## src/rtl/rtc_countdown_alarm.sv

```systemverilog
module rtc_countdown_alarm #(
  parameter int ADDR_W = 5,
  parameter int DAY_W  = 8
) (
  input  logic              clk,
  input  logic              rst_n,
  input  logic              tick,
  input  logic              reg_en,
  input  logic              reg_we,
  input  logic [ADDR_W-1:0] reg_addr,
  input  logic [31:0]       reg_wdata,
  output logic [31:0]       reg_rdata,
  output logic              irq
);
  localparam logic [ADDR_W-1:0] A_CNT = ADDR_W'(12);
  localparam logic [ADDR_W-1:0] A_RUN = ADDR_W'(20);
  localparam logic [ADDR_W-1:0] A_IEN = ADDR_W'(24);
  localparam logic [ADDR_W-1:0] A_STA = ADDR_W'(28);
  localparam int PAD_W = 11 - DAY_W;

  logic [5:0]       sec_q, min_q;
  logic [4:0]       hr_q;
  logic [DAY_W-1:0] day_q;
  logic             run_q, ien_q, pend_q;

  logic wr, cnt_wr, sta_clr, zero, step, last;
  logic [31:0] cnt_word;

  assign wr      = reg_en & reg_we;
  assign cnt_wr  = wr && reg_addr == A_CNT;
  assign sta_clr = wr && reg_addr == A_STA && reg_wdata[0];
  assign zero    = sec_q == '0 && min_q == '0 && hr_q == '0 && day_q == '0;
  assign step    = tick && run_q && !zero && !cnt_wr;
  assign last    = step && sec_q == 6'd1 && min_q == '0 && hr_q == '0 && day_q == '0;

  always_ff @(posedge clk or negedge rst_n) begin
    if (!rst_n) begin
      sec_q <= '0;
      min_q <= '0;
      hr_q  <= '0;
      day_q <= '0;
    end else if (cnt_wr) begin
      sec_q <= reg_wdata[5:0];
      min_q <= reg_wdata[13:8];
      hr_q  <= reg_wdata[20:16];
      day_q <= reg_wdata[21 +: DAY_W];
    end else if (step) begin
      if (sec_q != '0) begin
        sec_q <= sec_q - 6'd1;
      end else begin
        sec_q <= 6'd59;
        if (min_q != '0) begin
          min_q <= min_q - 6'd1;
        end else begin
          min_q <= 6'd59;
          if (hr_q != '0) begin
            hr_q <= hr_q - 5'd1;
          end else begin
            hr_q  <= 5'd23;
            day_q <= day_q - DAY_W'(1);
          end
        end
      end
    end
  end

  always_ff @(posedge clk or negedge rst_n) begin
    if (!rst_n) begin
      run_q  <= 1'b0;
      ien_q  <= 1'b0;
      pend_q <= 1'b0;
    end else begin
      if (wr && reg_addr == A_RUN) run_q <= reg_wdata[8];
      if (wr && reg_addr == A_IEN) ien_q <= reg_wdata[0];
      if (last)         pend_q <= 1'b1;
      else if (sta_clr) pend_q <= 1'b0;
    end
  end

  assign cnt_word = {{PAD_W{1'b0}}, day_q, hr_q, 2'b00, min_q, 2'b00, sec_q};

  always_comb begin
    case (reg_addr)
      A_CNT:   reg_rdata = cnt_word;
      A_RUN:   reg_rdata = {23'd0, run_q, 8'd0};
      A_IEN:   reg_rdata = {31'd0, ien_q};
      A_STA:   reg_rdata = {31'd0, pend_q};
      default: reg_rdata = '0;
    endcase
  end

  assign irq = pend_q & ien_q;
endmodule

```

## config.mk

```make
export PLATFORM = sky130hd
export DESIGN_NAME = rtc_countdown_alarm
export DESIGN_NICKNAME = d
export VERILOG_FILES = /design/src/rtl/rtc_countdown_alarm.sv
export SDC_FILE = /design/constraint.sdc
export NUM_CORES = 1
export LEC_CHECK = 0
export ABC_AREA = 1
export BUFFER_PORTS_ARGS = -buffer_cell sky130_fd_sc_hd__buf_4
export CAP_MARGIN = 5
export CORE_ASPECT_RATIO = 1.75
export CORE_MARGIN = 2
export CORE_UTILIZATION = 52
export CTS_CLUSTER_DIAMETER = 40
export DETAILED_ROUTE_END_ITERATION = 12
export GPL_ROUTABILITY_DRIVEN = 0
export HOLD_SLACK_MARGIN = 0.15
export PLACE_DENSITY_LB_ADDON = 0.08
export SYNTH_ARGS = -nofsm -noshare
export SYNTH_HDL_FRONTEND = slang
export SYNTH_SLANG_ARGS = --single-unit
```

## constraint.sdc

```tcl
create_clock -name clk -period 2 [get_ports clk]
set_input_delay 0.2 -clock clk [delete_from_list [all_inputs] [get_ports clk]]
set_output_delay 0.2 -clock clk [all_outputs]
set_load 0.05 [all_outputs]
```

After elaboration in Yosys (flattened, before gate mapping)
Cells that the tools add are included.
W data, S select, Z words.
{"block": "totals", "input_bits": 42, "wordCells": 70, "out_inout_bits": 33, "regBits": 28}
{"block": "op_classes", "bitwise": 2, "add_sub_neg": 4, "n_eq_ne": 8, "reduce_logical": 29, "n_mux": 20}
{"op": "$pmux W29 S4", "count": 1}
{"op": "$mux W6", "count": 7}
{"op": "$mux W8", "count": 5}
{"op": "$mux W5", "count": 5}
{"op": "$eq A5 B5 Y1 const B", "count": 3}
{"op": "$logic_and A1 B1 Y1", "count": 15}
{"op": "$logic_not A6 Y1", "count": 2}
{"op": "$reduce_bool A6 Y1", "count": 2}
{"op": "$sub A6 B1 Y6 const B", "count": 2}
{"op": "$logic_not A8 Y1", "count": 1}
{"op": "$sub A8 B1 Y8 const B", "count": 1}
{"op": "$eq A6 B1 Y1 const B", "count": 1}
{"op": "$ne A2 B2 Y1 const B", "count": 3}
{"op": "$eq A5 B4 Y1 const B", "count": 1}
{"op": "$logic_not A5 Y1", "count": 1}
{"op": "$reduce_bool A5 Y1", "count": 1}
{"op": "$sub A5 B1 Y5 const B", "count": 1}
{"op": "$reduce_and A4 Y1", "count": 1}
{"op": "$reduce_bool A2 Y1", "count": 2}
{"op": "$reduce_and A3 Y1", "count": 1}
{"op": "$and A1 B1 Y1", "count": 2}
{"op": "$logic_not A1 Y1", "count": 2}
{"op": "$mux W1", "count": 2}
{"op": "$reduce_and A2 Y1", "count": 1}

Depth between registers and ports, before layout
{"block": "logic_depth", "word_depth": 12, "ltp_mapped": 11, "depth_no_buf": 10}

Worst setup path after synthesis
OpenSTA, ideal clock, no wires.
{"block": "synth_timing", "kind": "in2out", "startpoint": "input port reg_addr[1]", "endpoint": "output port reg_rdata[8]", "path_slack_ns": 0.202, "path_buffers": 0, "cell_stages": 3, "required_ns": 1.800, "arrival_time_ns": 1.598, "cell_sequence": "nor2_4 -> nand3_4 -> o21ai_0"}
{"block": "synth_via", "elab_chain_len": 2, "word_cells_on_any_way": 5, "classes_between": "eq/ne (4); mux (1)"}
{"element": "from (decl)", "line_no": "10", "rtl": "input logic [ADDR_W-1:0] reg_addr,"}
{"element": "$eq A5 B5 Y1 or $eq A5 B4 Y1 (tied branches)", "line_no": "83", "rtl": "case (reg_addr)"}
{"element": "$pmux W29 S4 (*)", "line_no": "83"}
{"element": "to (decl)", "line_no": "12", "rtl": "output logic [31:0] reg_rdata,"}
Every way passes the cells marked *; elsewhere a longest branch is shown, timed or not.

Worst setup path in the final report
{"block": "layout_timing", "startpoint": "register hr_q[1]", "endpoint": "register min_q[4]"}
{"block": "layout_via", "elab_chain_len": 8}
{"element": "from (decl)", "line_no": "22", "rtl": "logic [4:0] hr_q;"}
{"element": "from (signal assigned)", "line_no": "45", "rtl": "hr_q <= reg_wdata[20:16];"}
{"element": "from (signal assigned)", "line_no": "57", "rtl": "hr_q <= hr_q - 5'd1;"}
{"element": "$logic_not A5 Y1", "line_no": "32", "rtl": "assign zero = sec_q == '0 && min_q == '0 && hr_q == '0 && day_q == '0;"}
{"element": "$logic_and A1 B1 Y1 (2 in a row)", "line_no": "32"}
{"element": "$logic_not A1 Y1", "line_no": "33", "rtl": "assign step = tick && run_q && !zero && !cnt_wr;"}
{"element": "$logic_and A1 B1 Y1 (2 in a row)", "line_no": "33"}
{"element": "$reduce_bool A2 Y1 (no source line)"}
{"element": "$reduce_and A2 Y1 (no source line)"}
{"element": "to (signal assigned)", "line_no": "44", "rtl": "min_q <= reg_wdata[13:8];"}
{"element": "to (signal assigned)", "line_no": "53", "rtl": "min_q <= min_q - 6'd1;"}
{"element": "to (decl)", "line_no": "21", "rtl": "logic [5:0] sec_q, min_q;"}
No other way between the ends.
A chain may end at the register's enable or synchronous reset.

==> metrics <==
Initial Utilization 53.6%; Multi-input gate area 1420 um2; Resize count post-CTS 0; vias 2293; share of layout cells above drive strength 1 28.2%; number of flops mapped to enable cells by yosys 0; Hold Crit Class input port to flop; Final Hold Fails 0; Peak VDD IR 0.000677 V; final instance area 2900 um2; metal3 WL 232 um; fill count 435; Syn Area/Cell 7.22 um2; CP most frequent cell nand2_4; Post-Route Skew 0.00229 ns; top-count cell post-synth nand2_1; CP Capture Type flop; cell taking the most area after synthesis dfrtp_1; IO buf count 60; Synth Cell Area 2360 um2; Routed Antenna Nets 0; critical path, cell by cell inv_1, ha_1, nand3_2, nor2_2, nand3_2, nand2_4, nand2_4, nand2_4, nand2_1, o21ai_2; max incr delay on CP 0.39 ns; DP Worst Slack 0.217 ns; Slew Limit Fails 0; GRT Util Overall 24.5%; crit path max fanout 23; clock root buffer clkbuf_8; Rows 32; Clk Latency, worst-skew pair 0.28 ns; clock buffer count from CTS 3; CTS HTree Levels 1; Pleak 1.52 nW; Pre-antenna DRT Iters 4; Synth cell types 41; CTS max path bufs 2; Post-synth top cells 86 x nand2_1, 39 x nor2_1, 31 x inv_1; largest net degree at the start of global routing 29; HPWL after DPL 4270 um; FF/Latch Area 701 um2; Avg WL per Cell 13.2 um; PnR worst setup slack 0.202 ns; DIE HEIGHT 93.1 um; CP required 2.21 ns; M1 wire length 2360 um; dominant synthesized flop cell dfrtp_1; fmax 556 MHz; CTS tree done; clk sinks 28; MaxCap Viol Count 0; Yosys warnings 0; clock slew at reported path FFs 0.10 ns; Crit-path slowest cell dfrtp_1; # nets final 443; post-synth top area share 29.7%; synthesized flop and latch total 28; Crit path max-delay family simple AND/OR/NAND/NOR gates; pwr dens 1230 nW/um2; asr flop ratio synth 100%; # diodes 0; Min Hold Slack 0.167 ns; total grt overflow 0; vias per cell 5.20; Final TNS setup 0 ns; final WL 5820 um; CP Class flop to flop; Tmin final 1.80 ns; outcome finished clean; RSZ-0062 raised after global routing no; top cells by area, synth dfrtp_1 30%, nand2_1 14%, nor2_1 6.2%, inv_1 4.9%, ha_1 4.8%; DR iter-0 viols 30; CORE AREA 4400 um2; CP Data Arrival Time 2.01 ns; width of the die 54.9 um; Placed Cells 436; Seq/Total Area, Yosys 29.7%; Post-DP Area 2830 um2; Final setup viols 0; top routing layer used met4; startpoint types flop; antenna violations before repair 0; first-pass GRT wire length 9490 um; DR WL met2 3150 um; Die ar. 5110 um2; Non-Filler Instances 441; Synth Instances 327; area grow syn2layout 22.7%; IO Pins 75; vias in the first global route 2106; Final Cycle Share 89.9%; drt drc 0; CP bufs+invs 1
stage by stage:
step	total power, mW	utilization [%]
floorplan	2.72	-
global placement	3.19	64.3
detailed placement	3.25	64.3
CTS	3.58	65.7
global route	3.93	65.7
finish	3.58	65.7
layout by cell type (no fill, tap or decap), types with 2 or more instances in the layout:
cell type	instances
clkbuf_8	3
nor2_4	5
o21ai_2	5
nand4_1	13
nand2_4	3
nor2_1	39
o31ai_1	2
nand2_1	86
o22ai_1	3
o21ai_0	16
nand3_2	2
dlygate4sd3_1	2
nand3_4	3
nand2_2	2
dfrtp_1	28
o211ai_2	2
or2_2	2
inv_2	4
inv_1	31
nand3_1	21
ha_1	9
buf_4	69
a21oi_1	3
conb_1	7
xnor2_1	2
nor2_2	6
xor2_1	7
o21ai_1	4
logic make-up after synthesis:
group / after synthesis / share of synthesized area, %
compound gates: 40 / 11.2
xor+xnor: 9 / 3.34
fa+ha+maj: 9 / 4.77
buf+inv: 52 / 11.1
flops: 28 / 29.7
other cells: 1 / 0.159
simple gates: 188 / 39.8
per-layer routing:
| metal | GRT usage, % | vias to the layer above |
|---|---|---|
| li1 | - | 1167 |
| met4 | 7.52 | 0 |
| met3 | 1.60 | 9 |
| met1 | 28.5 | 1060 |
| met5 | 0 | - |
| met2 | 45.0 | 57 |
registers in the layout, summed over array words and instances, names as in the netlist:
name,count
day_q,8
hr_q,5
ien_q,1
min_q,6
pend_q,1
run_q,1
sec_q,6
report_power, final:
| part | switching, mW | internal (mW) | total (mW) |
|---|---|---|---|
| logic | 1.37 | 0.890 | 2.26 |
| registers | 0.224 | 0.767 | 0.991 |
| clock network | 0.186 | 0.136 | 0.322 |
final cells by class:
type,count,area share [%]
multi-input combinational,253,49.0
tap,51,2.20
inverter,35,4.54
timing repair buffer,71,18.6
sequential,28,24.2
clock buffer,3,1.43
worst register-to-register path, cell delays in order (launching register included):
cell,delay (ns)
dfrtp_1,0.39
inv_1,0.11
ha_1,0.17
nand3_2,0.15
nor2_2,0.15
nand3_2,0.08
nand2_4,0.11
nand2_4,0.19
nand2_4,0.23
nand2_1,0.08
o21ai_2,0.06
path summary, 6_finish.rpt:
path,start,to,slack (ns),cells past startpoint
max reg2reg,hr_q[1],min_q[4],0.20,10
min reg2reg,min_q[0],min_q[0],0.49,2
min in group asynchronous,rst_n,sec_q[2],0.37,2
max,hr_q[1],min_q[4],0.20,10
min,reg_wdata[3],sec_q[3],0.17,3
max in group asynchronous,rst_n,min_q[4],1.34,2
repair_timing:
action,4_1_cts,5_1_grt
endpoints found under the hold margin,29,0
hold buffers,2,0
setup buffers,0,0
No activity file was read; power rests on OpenSTA's default activity.
